**src/rtl/cdma_pkg.sv**
```systemverilog
package cdma_pkg;

    localparam int WORD_W     = 32;
    localparam int CNT_W      = 16;
    localparam int DESC_ALIGN = 9;
    localparam int REG_AW     = 5;

    typedef enum logic [1:0] {
        XW_BYTE = 2'd0,
        XW_HALF = 2'd1,
        XW_WORD = 2'd2
    } xw_e;

    typedef enum logic [2:0] {
        REG_BASE   = 3'd0,
        REG_GO     = 3'd1,
        REG_HALT   = 3'd2,
        REG_BUSY   = 3'd3,
        REG_ARM    = 3'd4,
        REG_DISARM = 3'd5,
        REG_MASK   = 3'd6,
        REG_FLAG   = 3'd7
    } reg_idx_e;

    typedef enum logic [2:0] {
        SQ_IDLE     = 3'd0,
        SQ_ADDR_REQ = 3'd1,
        SQ_ADDR_RSP = 3'd2,
        SQ_CTRL_REQ = 3'd3,
        SQ_CTRL_RSP = 3'd4,
        SQ_DATA_REQ = 3'd5,
        SQ_DATA_RSP = 3'd6
    } seq_st_e;

    typedef struct packed {
        logic             quiet;
        xw_e              width;
        logic [CNT_W-1:0] count;
    } xfer_ctrl_t;

    // Control word: [15:0] count, [25:24] width, [27] active-low notify.
    function automatic xfer_ctrl_t decode_ctrl(input logic [WORD_W-1:0] w);
        xfer_ctrl_t c;
        c.count = w[CNT_W-1:0];
        c.quiet = w[27];
        case (w[25:24])
            2'd0:    c.width = XW_BYTE;
            2'd1:    c.width = XW_HALF;
            default: c.width = XW_WORD;
        endcase
        return c;
    endfunction

    function automatic logic [2:0] step_of(input xw_e w);
        case (w)
            XW_BYTE: return 3'd1;
            XW_HALF: return 3'd2;
            default: return 3'd4;
        endcase
    endfunction

    function automatic logic [WORD_W-1:0] lane_fit(input logic [WORD_W-1:0] d, input xw_e w);
        case (w)
            XW_BYTE: return {{(WORD_W-8){1'b0}}, d[7:0]};
            XW_HALF: return {{(WORD_W-16){1'b0}}, d[15:0]};
            default: return d;
        endcase
    endfunction

endpackage

```
**src/rtl/cdma_regs.sv**
```systemverilog
module cdma_regs
    import cdma_pkg::*;
#(
    parameter int ALIGN = DESC_ALIGN
) (
    input  logic              clk,
    input  logic              rst,
    input  logic              reg_wen,
    input  logic [REG_AW-1:0] reg_addr,
    input  logic [WORD_W-1:0] reg_wdata,
    output logic [WORD_W-1:0] reg_rdata,
    input  logic              busy,
    input  logic              flag,
    output logic              go,
    output logic              halt,
    output logic [WORD_W-1:0] base_o,
    output logic              mask_o
);

    logic     hit;
    reg_idx_e idx;
    logic     strobe_bit;
    logic     unused_wbits;

    assign hit          = (reg_addr[1:0] == 2'b00);
    assign idx          = reg_idx_e'(reg_addr[REG_AW-1:2]);
    assign strobe_bit   = reg_wdata[0];
    assign unused_wbits = ^reg_wdata[ALIGN-1:1];

    assign go   = reg_wen && hit && (idx == REG_GO)   && strobe_bit;
    assign halt = reg_wen && hit && (idx == REG_HALT) && strobe_bit;

    always_ff @(posedge clk) begin
        if (rst) begin
            base_o <= '0;
            mask_o <= 1'b0;
        end else if (reg_wen && hit) begin
            case (idx)
                REG_BASE:   base_o <= {reg_wdata[WORD_W-1:ALIGN], {ALIGN{1'b0}}};
                REG_ARM:    if (strobe_bit) mask_o <= 1'b1;
                REG_DISARM: if (strobe_bit) mask_o <= 1'b0;
                default:    ;
            endcase
        end
    end

    always_comb begin
        reg_rdata = '0;
        if (hit) begin
            case (idx)
                REG_BASE: reg_rdata = base_o;
                REG_BUSY: reg_rdata = {{(WORD_W-1){1'b0}}, busy};
                REG_MASK: reg_rdata = {{(WORD_W-1){1'b0}}, mask_o};
                REG_FLAG: reg_rdata = {{(WORD_W-1){1'b0}}, flag};
                default:  reg_rdata = '0;
            endcase
        end
    end

endmodule

```
**src/rtl/cdma_seq.sv**
```systemverilog
module cdma_seq
    import cdma_pkg::*;
(
    input  logic              clk,
    input  logic              rst,
    input  logic              go,
    input  logic              halt,
    input  logic [WORD_W-1:0] base_i,
    output logic              mem_req_valid,
    input  logic              mem_req_ready,
    output logic [WORD_W-1:0] mem_req_addr,
    output logic [1:0]        mem_req_size,
    input  logic              mem_rsp_valid,
    input  logic [WORD_W-1:0] mem_rsp_data,
    output logic              crc_valid,
    output logic [WORD_W-1:0] crc_data,
    output logic [1:0]        crc_size,
    output logic              active,
    output logic              done_evt,
    output logic              done_notify
);

    seq_st_e          state;
    logic [WORD_W-1:0] desc_q;
    logic [WORD_W-1:0] cur_addr;
    logic [CNT_W-1:0]  remain;
    xw_e               width_q;
    xw_e               beat_w_q;
    logic              quiet_q;
    xfer_ctrl_t        cw;

    assign cw     = decode_ctrl(mem_rsp_data);
    assign active = (state != SQ_IDLE);

    assign mem_req_valid = (state == SQ_ADDR_REQ) || (state == SQ_CTRL_REQ) ||
                           (state == SQ_DATA_REQ);

    always_comb begin
        case (state)
            SQ_ADDR_REQ: mem_req_addr = desc_q;
            SQ_CTRL_REQ: mem_req_addr = desc_q + WORD_W'(4);
            SQ_DATA_REQ: mem_req_addr = cur_addr;
            default:     mem_req_addr = '0;
        endcase
    end

    assign mem_req_size = (state == SQ_DATA_REQ) ? width_q : XW_WORD;
    assign crc_size     = beat_w_q;

    assign done_evt = !halt && mem_rsp_valid &&
                      (((state == SQ_CTRL_RSP) && (cw.count == '0)) ||
                       ((state == SQ_DATA_RSP) && (remain == CNT_W'(1))));
    assign done_notify = (state == SQ_CTRL_RSP) ? !cw.quiet : !quiet_q;

    always_ff @(posedge clk) begin
        if (rst) begin
            state     <= SQ_IDLE;
            desc_q    <= '0;
            cur_addr  <= '0;
            remain    <= '0;
            width_q   <= XW_BYTE;
            beat_w_q  <= XW_BYTE;
            quiet_q   <= 1'b0;
            crc_valid <= 1'b0;
            crc_data  <= '0;
        end else begin
            crc_valid <= 1'b0;
            if (halt && state != SQ_IDLE) begin
                state <= SQ_IDLE;
            end else begin
                case (state)
                    SQ_IDLE: begin
                        if (go) begin
                            desc_q <= base_i;
                            state  <= SQ_ADDR_REQ;
                        end
                    end
                    SQ_ADDR_REQ: if (mem_req_ready) state <= SQ_ADDR_RSP;
                    SQ_ADDR_RSP: begin
                        if (mem_rsp_valid) begin
                            cur_addr <= mem_rsp_data;
                            state    <= SQ_CTRL_REQ;
                        end
                    end
                    SQ_CTRL_REQ: if (mem_req_ready) state <= SQ_CTRL_RSP;
                    SQ_CTRL_RSP: begin
                        if (mem_rsp_valid) begin
                            width_q <= cw.width;
                            remain  <= cw.count;
                            quiet_q <= cw.quiet;
                            state   <= (cw.count == '0) ? SQ_IDLE : SQ_DATA_REQ;
                        end
                    end
                    SQ_DATA_REQ: if (mem_req_ready) state <= SQ_DATA_RSP;
                    SQ_DATA_RSP: begin
                        if (mem_rsp_valid) begin
                            crc_valid <= 1'b1;
                            crc_data  <= lane_fit(mem_rsp_data, width_q);
                            beat_w_q  <= width_q;
                            cur_addr  <= cur_addr + WORD_W'(step_of(width_q));
                            remain    <= remain - CNT_W'(1);
                            state     <= (remain == CNT_W'(1)) ? SQ_IDLE : SQ_DATA_REQ;
                        end
                    end
                    default: state <= SQ_IDLE;
                endcase
            end
        end
    end

endmodule

```
**src/rtl/cdma_irq.sv**
```systemverilog
module cdma_irq (
    input  logic clk,
    input  logic rst,
    input  logic go_acc,
    input  logic done_evt,
    input  logic done_notify,
    input  logic mask,
    output logic flag,
    output logic irq
);

    logic allow_q;

    always_ff @(posedge clk) begin
        if (rst) begin
            flag    <= 1'b0;
            allow_q <= 1'b0;
        end else if (go_acc) begin
            flag <= 1'b0;
        end else if (done_evt) begin
            flag    <= 1'b1;
            allow_q <= done_notify;
        end
    end

    assign irq = flag && mask && allow_q;

endmodule

```
**src/rtl/crc_desc_dma.sv**
```systemverilog
module crc_desc_dma
    import cdma_pkg::*;
#(
    parameter int ALIGN = DESC_ALIGN
) (
    input  logic              clk,
    input  logic              rst,
    input  logic              reg_wen,
    input  logic [REG_AW-1:0] reg_addr,
    input  logic [WORD_W-1:0] reg_wdata,
    output logic [WORD_W-1:0] reg_rdata,
    output logic              mem_req_valid,
    input  logic              mem_req_ready,
    output logic [WORD_W-1:0] mem_req_addr,
    output logic [1:0]        mem_req_size,
    input  logic              mem_rsp_valid,
    input  logic [WORD_W-1:0] mem_rsp_data,
    output logic              crc_valid,
    output logic [WORD_W-1:0] crc_data,
    output logic [1:0]        crc_size,
    output logic              irq
);

    logic              go;
    logic              halt;
    logic [WORD_W-1:0] base_q;
    logic              irq_mask;
    logic              irq_flag;
    logic              dma_active;
    logic              done_evt;
    logic              done_notify;

    cdma_regs #(.ALIGN(ALIGN)) u_regs (
        .clk       (clk),
        .rst       (rst),
        .reg_wen   (reg_wen),
        .reg_addr  (reg_addr),
        .reg_wdata (reg_wdata),
        .reg_rdata (reg_rdata),
        .busy      (dma_active),
        .flag      (irq_flag),
        .go        (go),
        .halt      (halt),
        .base_o    (base_q),
        .mask_o    (irq_mask)
    );

    cdma_seq u_seq (
        .clk           (clk),
        .rst           (rst),
        .go            (go),
        .halt          (halt),
        .base_i        (base_q),
        .mem_req_valid (mem_req_valid),
        .mem_req_ready (mem_req_ready),
        .mem_req_addr  (mem_req_addr),
        .mem_req_size  (mem_req_size),
        .mem_rsp_valid (mem_rsp_valid),
        .mem_rsp_data  (mem_rsp_data),
        .crc_valid     (crc_valid),
        .crc_data      (crc_data),
        .crc_size      (crc_size),
        .active        (dma_active),
        .done_evt      (done_evt),
        .done_notify   (done_notify)
    );

    cdma_irq u_irq (
        .clk         (clk),
        .rst         (rst),
        .go_acc      (go && !dma_active),
        .done_evt    (done_evt),
        .done_notify (done_notify),
        .mask        (irq_mask),
        .flag        (irq_flag),
        .irq         (irq)
    );

endmodule

```
**config.mk**
```make
export PLATFORM = sky130hd
export DESIGN_NAME = crc_desc_dma
export DESIGN_NICKNAME = d
export VERILOG_FILES = /design/src/rtl/cdma_pkg.sv /design/src/rtl/cdma_regs.sv /design/src/rtl/cdma_seq.sv /design/src/rtl/cdma_irq.sv /design/src/rtl/crc_desc_dma.sv
export SDC_FILE = /design/constraint.sdc
export NUM_CORES = 1
export LEC_CHECK = 0
export BUFFER_PORTS_ARGS = -buffer_cell sky130_fd_sc_hd__buf_2
export CAP_MARGIN = 20
export CORE_MARGIN = 1
export CORE_UTILIZATION = 45
export CTS_BUF_LIST = sky130_fd_sc_hd__clkbuf_4
export DETAILED_ROUTE_END_ITERATION = 6
export PLACE_DENSITY_LB_ADDON = 0.12
export SKIP_CTS_REPAIR_TIMING = 1
export SLEW_MARGIN = 20
export SYNTH_ARGS = -nofsm -noshare
export SYNTH_HDL_FRONTEND = slang
export SYNTH_SLANG_ARGS = --single-unit
export TNS_END_PERCENT = 100
```
**constraint.sdc**
```tcl
create_clock -name clk -period 8.6 [get_ports clk]
set_input_delay 1.29 -clock clk [delete_from_list [all_inputs] [get_ports clk]]
set_output_delay 1.29 -clock clk [all_outputs]
set_load 0.005 [all_outputs]
```
==> Yosys cells after proc, flatten, opt, wreduce, memory -nomap -nowiden <==
Index checks and enable logic that the tools add are counted.
{ "totals": {"latch_bits": 0, "reg_bits": 138, "mem_bits_rw": 0, "n_memories": 0, "elab_cells": 118, "romBits": 0, "in_bits": 74, "output_inout_bits": 103} }
{ "op_classes": {"bitwise": 3, "muxes": 32, "n_div": 0, "n_mul": 0, "shift": 0, "n_reduce_logical": 42, "n_addsub": 3, "n_eq_ne": 25, "order_cmp": 0} }
{ "ops": {"columns": ["op", "n"], "rows": [
  ["case mux 32 bit (2 select lines)", 2],
  ["case mux 32 bit (4 select lines)", 1],
  ["2-to-1 mux 32 bit", 3],
  ["case mux 32 bit (3 select lines)", 1],
  ["2-to-1 mux 3 bit", 13],
  ["adder 32 x 3 -> 32 bit", 1],
  ["adder 32 x 3 -> 32 bit (second input constant)", 1],
  ["2-to-1 mux 16 bit", 2],
  ["case mux 16 bit (2 select lines)", 1],
  ["equality test 3 bit (second input constant)", 7],
  ["case mux 3 bit (7 select lines)", 1],
  ["inequality test 2 bit (second input constant)", 9],
  ["equality test 16 x 1 -> 1 bit (second input constant)", 1],
  ["zero test 16 bit", 1],
  ["subtractor 16 x 1 -> 16 bit (second input constant)", 1],
  ["logical AND 1 bit", 13],
  ["equality test 3 x 2 -> 1 bit (second input constant)", 4],
  ["AND reduction 4 bit", 3],
  ["AND reduction 3 bit", 3],
  ["AND reduction 7 bit", 1],
  ["equality test 3 x 1 -> 1 bit (second input constant)", 2],
  ["zero test 2 bit", 3],
  ["zero test 3 bit", 2],
  ["case mux 3 bit (2 select lines)", 1],
  ["other kinds (13)", 28]
]} }

==> Depth between registers and ports, before layout <==
{ "logic_depth": {"ltp_word": 10, "mapped_depth": 11, "ltp_nobuf": 9} }

==> Cells and area by module <==
A second synthesis with hierarchy kept.
{ "hier_totals": {"cells_unflattened": 1152, "area_unflattened_um2": 8546.9} }
{ "modules_own_cells": {"columns": ["module", "cells_each", "instances", "seq_area_each_um2", "area_per_inst_um2"], "rows": [
  ["cdma_seq", 982, 1, 2422.3, 7001.7],
  ["cdma_regs", 160, 1, 480.5, 1440.1],
  ["cdma_irq", 9, 1, 40.0, 91.3],
  ["crc_desc_dma", 1, 1, 0.0, 13.8]
]} }

==> Worst setup path before layout <==
OpenSTA, ideal clock, no wires.
{ "synth_path": {"path_type": "input-to-output", "from": "in reg_addr[2]", "to": "out reg_rdata[11]", "n_path_buf": 2, "path_slack_ns": 5.240, "cell_stages": 4, "t_arrival_ns": 2.070, "required_ns": 7.310, "cell_sequence": "buf_2 > and3b_1 > clkbuf_1 > and2_1"} }
{ "synth_between": {"elab_chain_cells": 3, "elab_cells_between_ends": 6, "classes_between": "3 x eq/ne; 2 x mux; 1 x reduce/logical"} }
{ "synth_rtl": {"columns": ["element", "line", "text"], "rows": [
  ["start, declared", "crc_desc_dma.sv:9", "input logic [REG_AW-1:0] reg_addr,"],
  ["equality test 3 bit (tied with other cells)", "cdma_regs.sv:50", "case (idx)"],
  ["case mux 32 bit (4 select lines) *", "cdma_regs.sv:50", null],
  ["2-to-1 mux 32 bit *", "cdma_regs.sv:49", "if (hit) begin"],
  ["end, declared", "crc_desc_dma.sv:11", "output logic [WORD_W-1:0] reg_rdata,"]
]} }
Mark *: on every way between the ends. The rest lies on a longest branch, timed or not.

==> Worst setup path after layout <==
{ "layout_path": {"from": "reg u_seq.state[0]", "to": "out mem_req_addr[31]"} }
{ "layout_between": {"elab_chain_cells": 2, "elab_cells_between_ends": 4, "classes_between": "3 x eq/ne; 1 x mux"} }
{ "layout_rtl": {"columns": ["element", "line", "text"], "rows": [
  ["start, declared", "cdma_seq.sv:23", "seq_st_e state;"],
  ["start signal, assigned", "cdma_seq.sv:91", "state <= (cw.count == '0) ? SQ_IDLE : SQ_DATA_REQ;"],
  ["start signal, assigned", "cdma_seq.sv:102", "state <= (remain == CNT_W'(1)) ? SQ_IDLE : SQ_DATA_REQ;"],
  ["equality test 3 bit (tied with other cells)", "cdma_seq.sv:39", "case (state)"],
  ["case mux 32 bit (3 select lines) *", "cdma_seq.sv:39", null],
  ["end, declared", "crc_desc_dma.sv:14", "output logic [WORD_W-1:0] mem_req_addr,"]
]} }
Marked as above.

==> impl_metrics.ini <==
[outcome]
outcome = finished, final reports clean

[grt]
top_usage_layer = met2
antenna_found_initial = 0
grt_max_degree = 72
grt_util_met1_pct = 34.8
met3_usage_pct = 7.58
overflow = 0
grt_pass1_wl_um = 33000
grt_pass1_vias = 6178
met2_usage_pct = 39.6
grt.total_usage_pct = 25.9

[sta]
final_max_slew_viol_count = 0
max_freq_ghz = 0.238
tightest_slew_ps = 870
min_period_over_period_pct = 48.9
hold_violations = 0
setup_viol = 0
slew_headroom_pct = 41.8
finalCriticalPeriod_ps = 4200
clock_skew_ps = 20.7
timing.final.ws_setup_ps = 4400
grt_setup_unrepaired = false
fin_setup_tns_ps = 0

[floorplanning]
dieArea_um2 = 16200
die_x_um = 127
start_util_pct = 46.4
die_height_um = 127
io_pins = 177
rows = 45
core_um2 = 15300

[critical_path]
startpoint_type = register
cp_top_family = simple AND/OR/NAND/NOR gates
r2r_cells = 9
timing.critical_path.from = u_seq.state[0]
endpoint = mem_req_addr[31]
crit_buf_inv = 3
cp-end-kind = output port
crit_arrival_ps = 2910
worst_r2r_endpoint = u_seq.cur_addr[22]
path_depth = 6
worstPathCellList = nor2b_1, inv_1, nor2_1, buf_4, a22o_1, buf_2
rr_startpoint = u_seq.width_q[0]
worstPathMaxFanout = 23
required_ps = 7310
crit_type = reg2out
crit_slowest_cell = dfxtp_1
slowest_delay_ps = 740
r2r_slack_ps = 5420

[placement]
dp_slack_ps = 4730
gp_congestion = 0.844
dp.cells = 1209
dpl.hpwl_um = 14400
placed_area_um2 = 7910
port_buffers = 160

[pwr]
peakVddDrop_uv = 81.2
cellPowerDensity_nw_per_um2 = 153
p_leak_nw = 3.46
power_mw = 1.26

[logic_synthesis]
synth-compound-area-share_pct = 23.0
yosys_warnings = 0
synth_top_family_by_area = simple AND/OR/NAND/NOR gates
synth-seq-cells = 138
synthesis.area_um2 = 7070
synth_edf_count = 0
ys_types = 75
yosysSeqAreaShare_pct = 39.1
synth.avg_cell_area_um2 = 7.88
synth.area.mux_share_pct = 3.82
synth_fa_ha_area_share_pct = 1.27
synthSimpleGateAreaFrac_pct = 26.9
synth_cells = 898
synth_area_leaders = dfxtp_1, nand2_1, a21oi_1
yosysTopAreaCellShare_pct = 39.1
async_flop_share_pct = 0
yosys.area_share.xor_xnor_pct = 0.248
synth_common_cells = nand2_1, dfxtp_1, a21oi_1
yosysMostFrequentCell = nand2_1
synth_top_cell_by_area = dfxtp_1
synth_top_flop_cell = dfxtp_1

[detailed_routing]
num_vias = 7066
initialDrtViolationCount = 617
dr.pass1.iters = 7
wl_um = 21000
via_per_inst = 5.69
drc = 0
antenna_left = 0
wire_per_inst_um = 16.9

[cells_and_area]
seq_area_um2 = 2760
fillCellCount = 1531
nets = 1096
area_growth_pct = 16.5
fin_area_um2 = 8240
antenna_cells = 0
drive_gt1_share_pct = 21.7
multi_input_area_um2 = 3940
layoutNonFillerInstCount = 1241

[clocking]
cts_made_buffers = 17
cts_max_level = 4
clock_latency_ps = 570
clock-sinks = 138
cts-root-buf = clkbuf_4
tritoncts = built
clk_pin_slew_ps = 110
clk_path_buf_depth = 2

[job]
drv_cap = 0

[min_path]
hold_class = reg2reg
holdPathStages = 2
==> sequential cells by signal, indices dropped and copies added (netlist names) <==
signal / cells
u_seq.crc_data: 32
u_regs.mask_o: 1
u_seq.cur_addr: 32
u_seq.crc_valid: 1
u_irq.allow_q: 1
u_regs.base_o: 23
u_seq.crc_size: 2
u_seq.width_q: 2
u_seq.remain: 16
u_seq.quiet_q: 1
u_irq.flag: 1
u_seq.desc_q: 23
u_seq.state: 3
==> stage by stage <==
step | hold slack (ps) | util, %
after detailed placement | 440 | 51.8
after global placement | 436 | 51.8
after floorplan | 444 | -
after global routing | 477 | 54.0
after CTS | 457 | 54.0
final | 452 | 54.0
==> metal layers <==
metal | vias to the layer above | part of all wire, %
met5 | - | 0
met1 | 3295 | 45
li1 | 3469 | -
met3 | 22 | 8.0
met2 | 280 | 44
met4 | 0 | 2.0
==> power breakdown <==
group / total (mW) / switching (mW) / internal (mW)
registers: 0.663 / 0.0154 / 0.647
clock network: 0.501 / 0.242 / 0.260
logic: 0.0971 / 0.0626 / 0.0345
==> placed cells by master (no fill, tap or decap), types with 18 or more instances in the layout <==
master,synthesis,layout
a22o_1,25,25
and2_1,31,31
buf_2,20,159
clkbuf_4,0,18
o21ai_0,39,39
mux2i_1,27,27
nor2_1,74,73
nor3_1,18,18
and3_1,20,20
dfxtp_1,138,138
nand3_1,42,42
nand2_1,139,139
a21oi_1,95,95
==> worst min-delay path: stages (launching register included) <==
cell and delay (ps):
dfxtp_1 320, nand2_1 50, a21oi_1 50
==> cell type report <==
type / count / area share [%]
Sequential cell: 138 / 33.5
Tap cell: 211 / 3.20
Multi-Input combinational cell: 677 / 47.8
Timing Repair Buffer: 173 / 10.9
Inverter: 10 / 0.455
Clock buffer: 18 / 1.64
Clock inverter: 14 / 2.44
==> worst min-delay path by stage <==
stage / from / endpoint
finish: u_seq.crc_data[12] / u_seq.crc_data[12]
global route: u_seq.crc_data[11] / u_seq.crc_data[11]
CTS: u_seq.crc_data[12] / u_seq.crc_data[12]
detailed placement: u_seq.crc_data[12] / u_seq.crc_data[12]
global placement: u_seq.crc_data[21] / u_seq.crc_data[21]
floorplan: u_seq.remain[14] / u_seq.remain[14]
==> cells by family after synthesis <==
logic type               after synthesis
multiplexers                          27
AO/OA/AOI/OAI                        245
flip-flops                           138
XOR/XNOR                               2
buffers and inverters                 90
AND/OR/NAND/NOR                      388
adder cells (fa/ha/maj)                7
other                                  1
No activity file was read; power rests on OpenSTA's default activity.
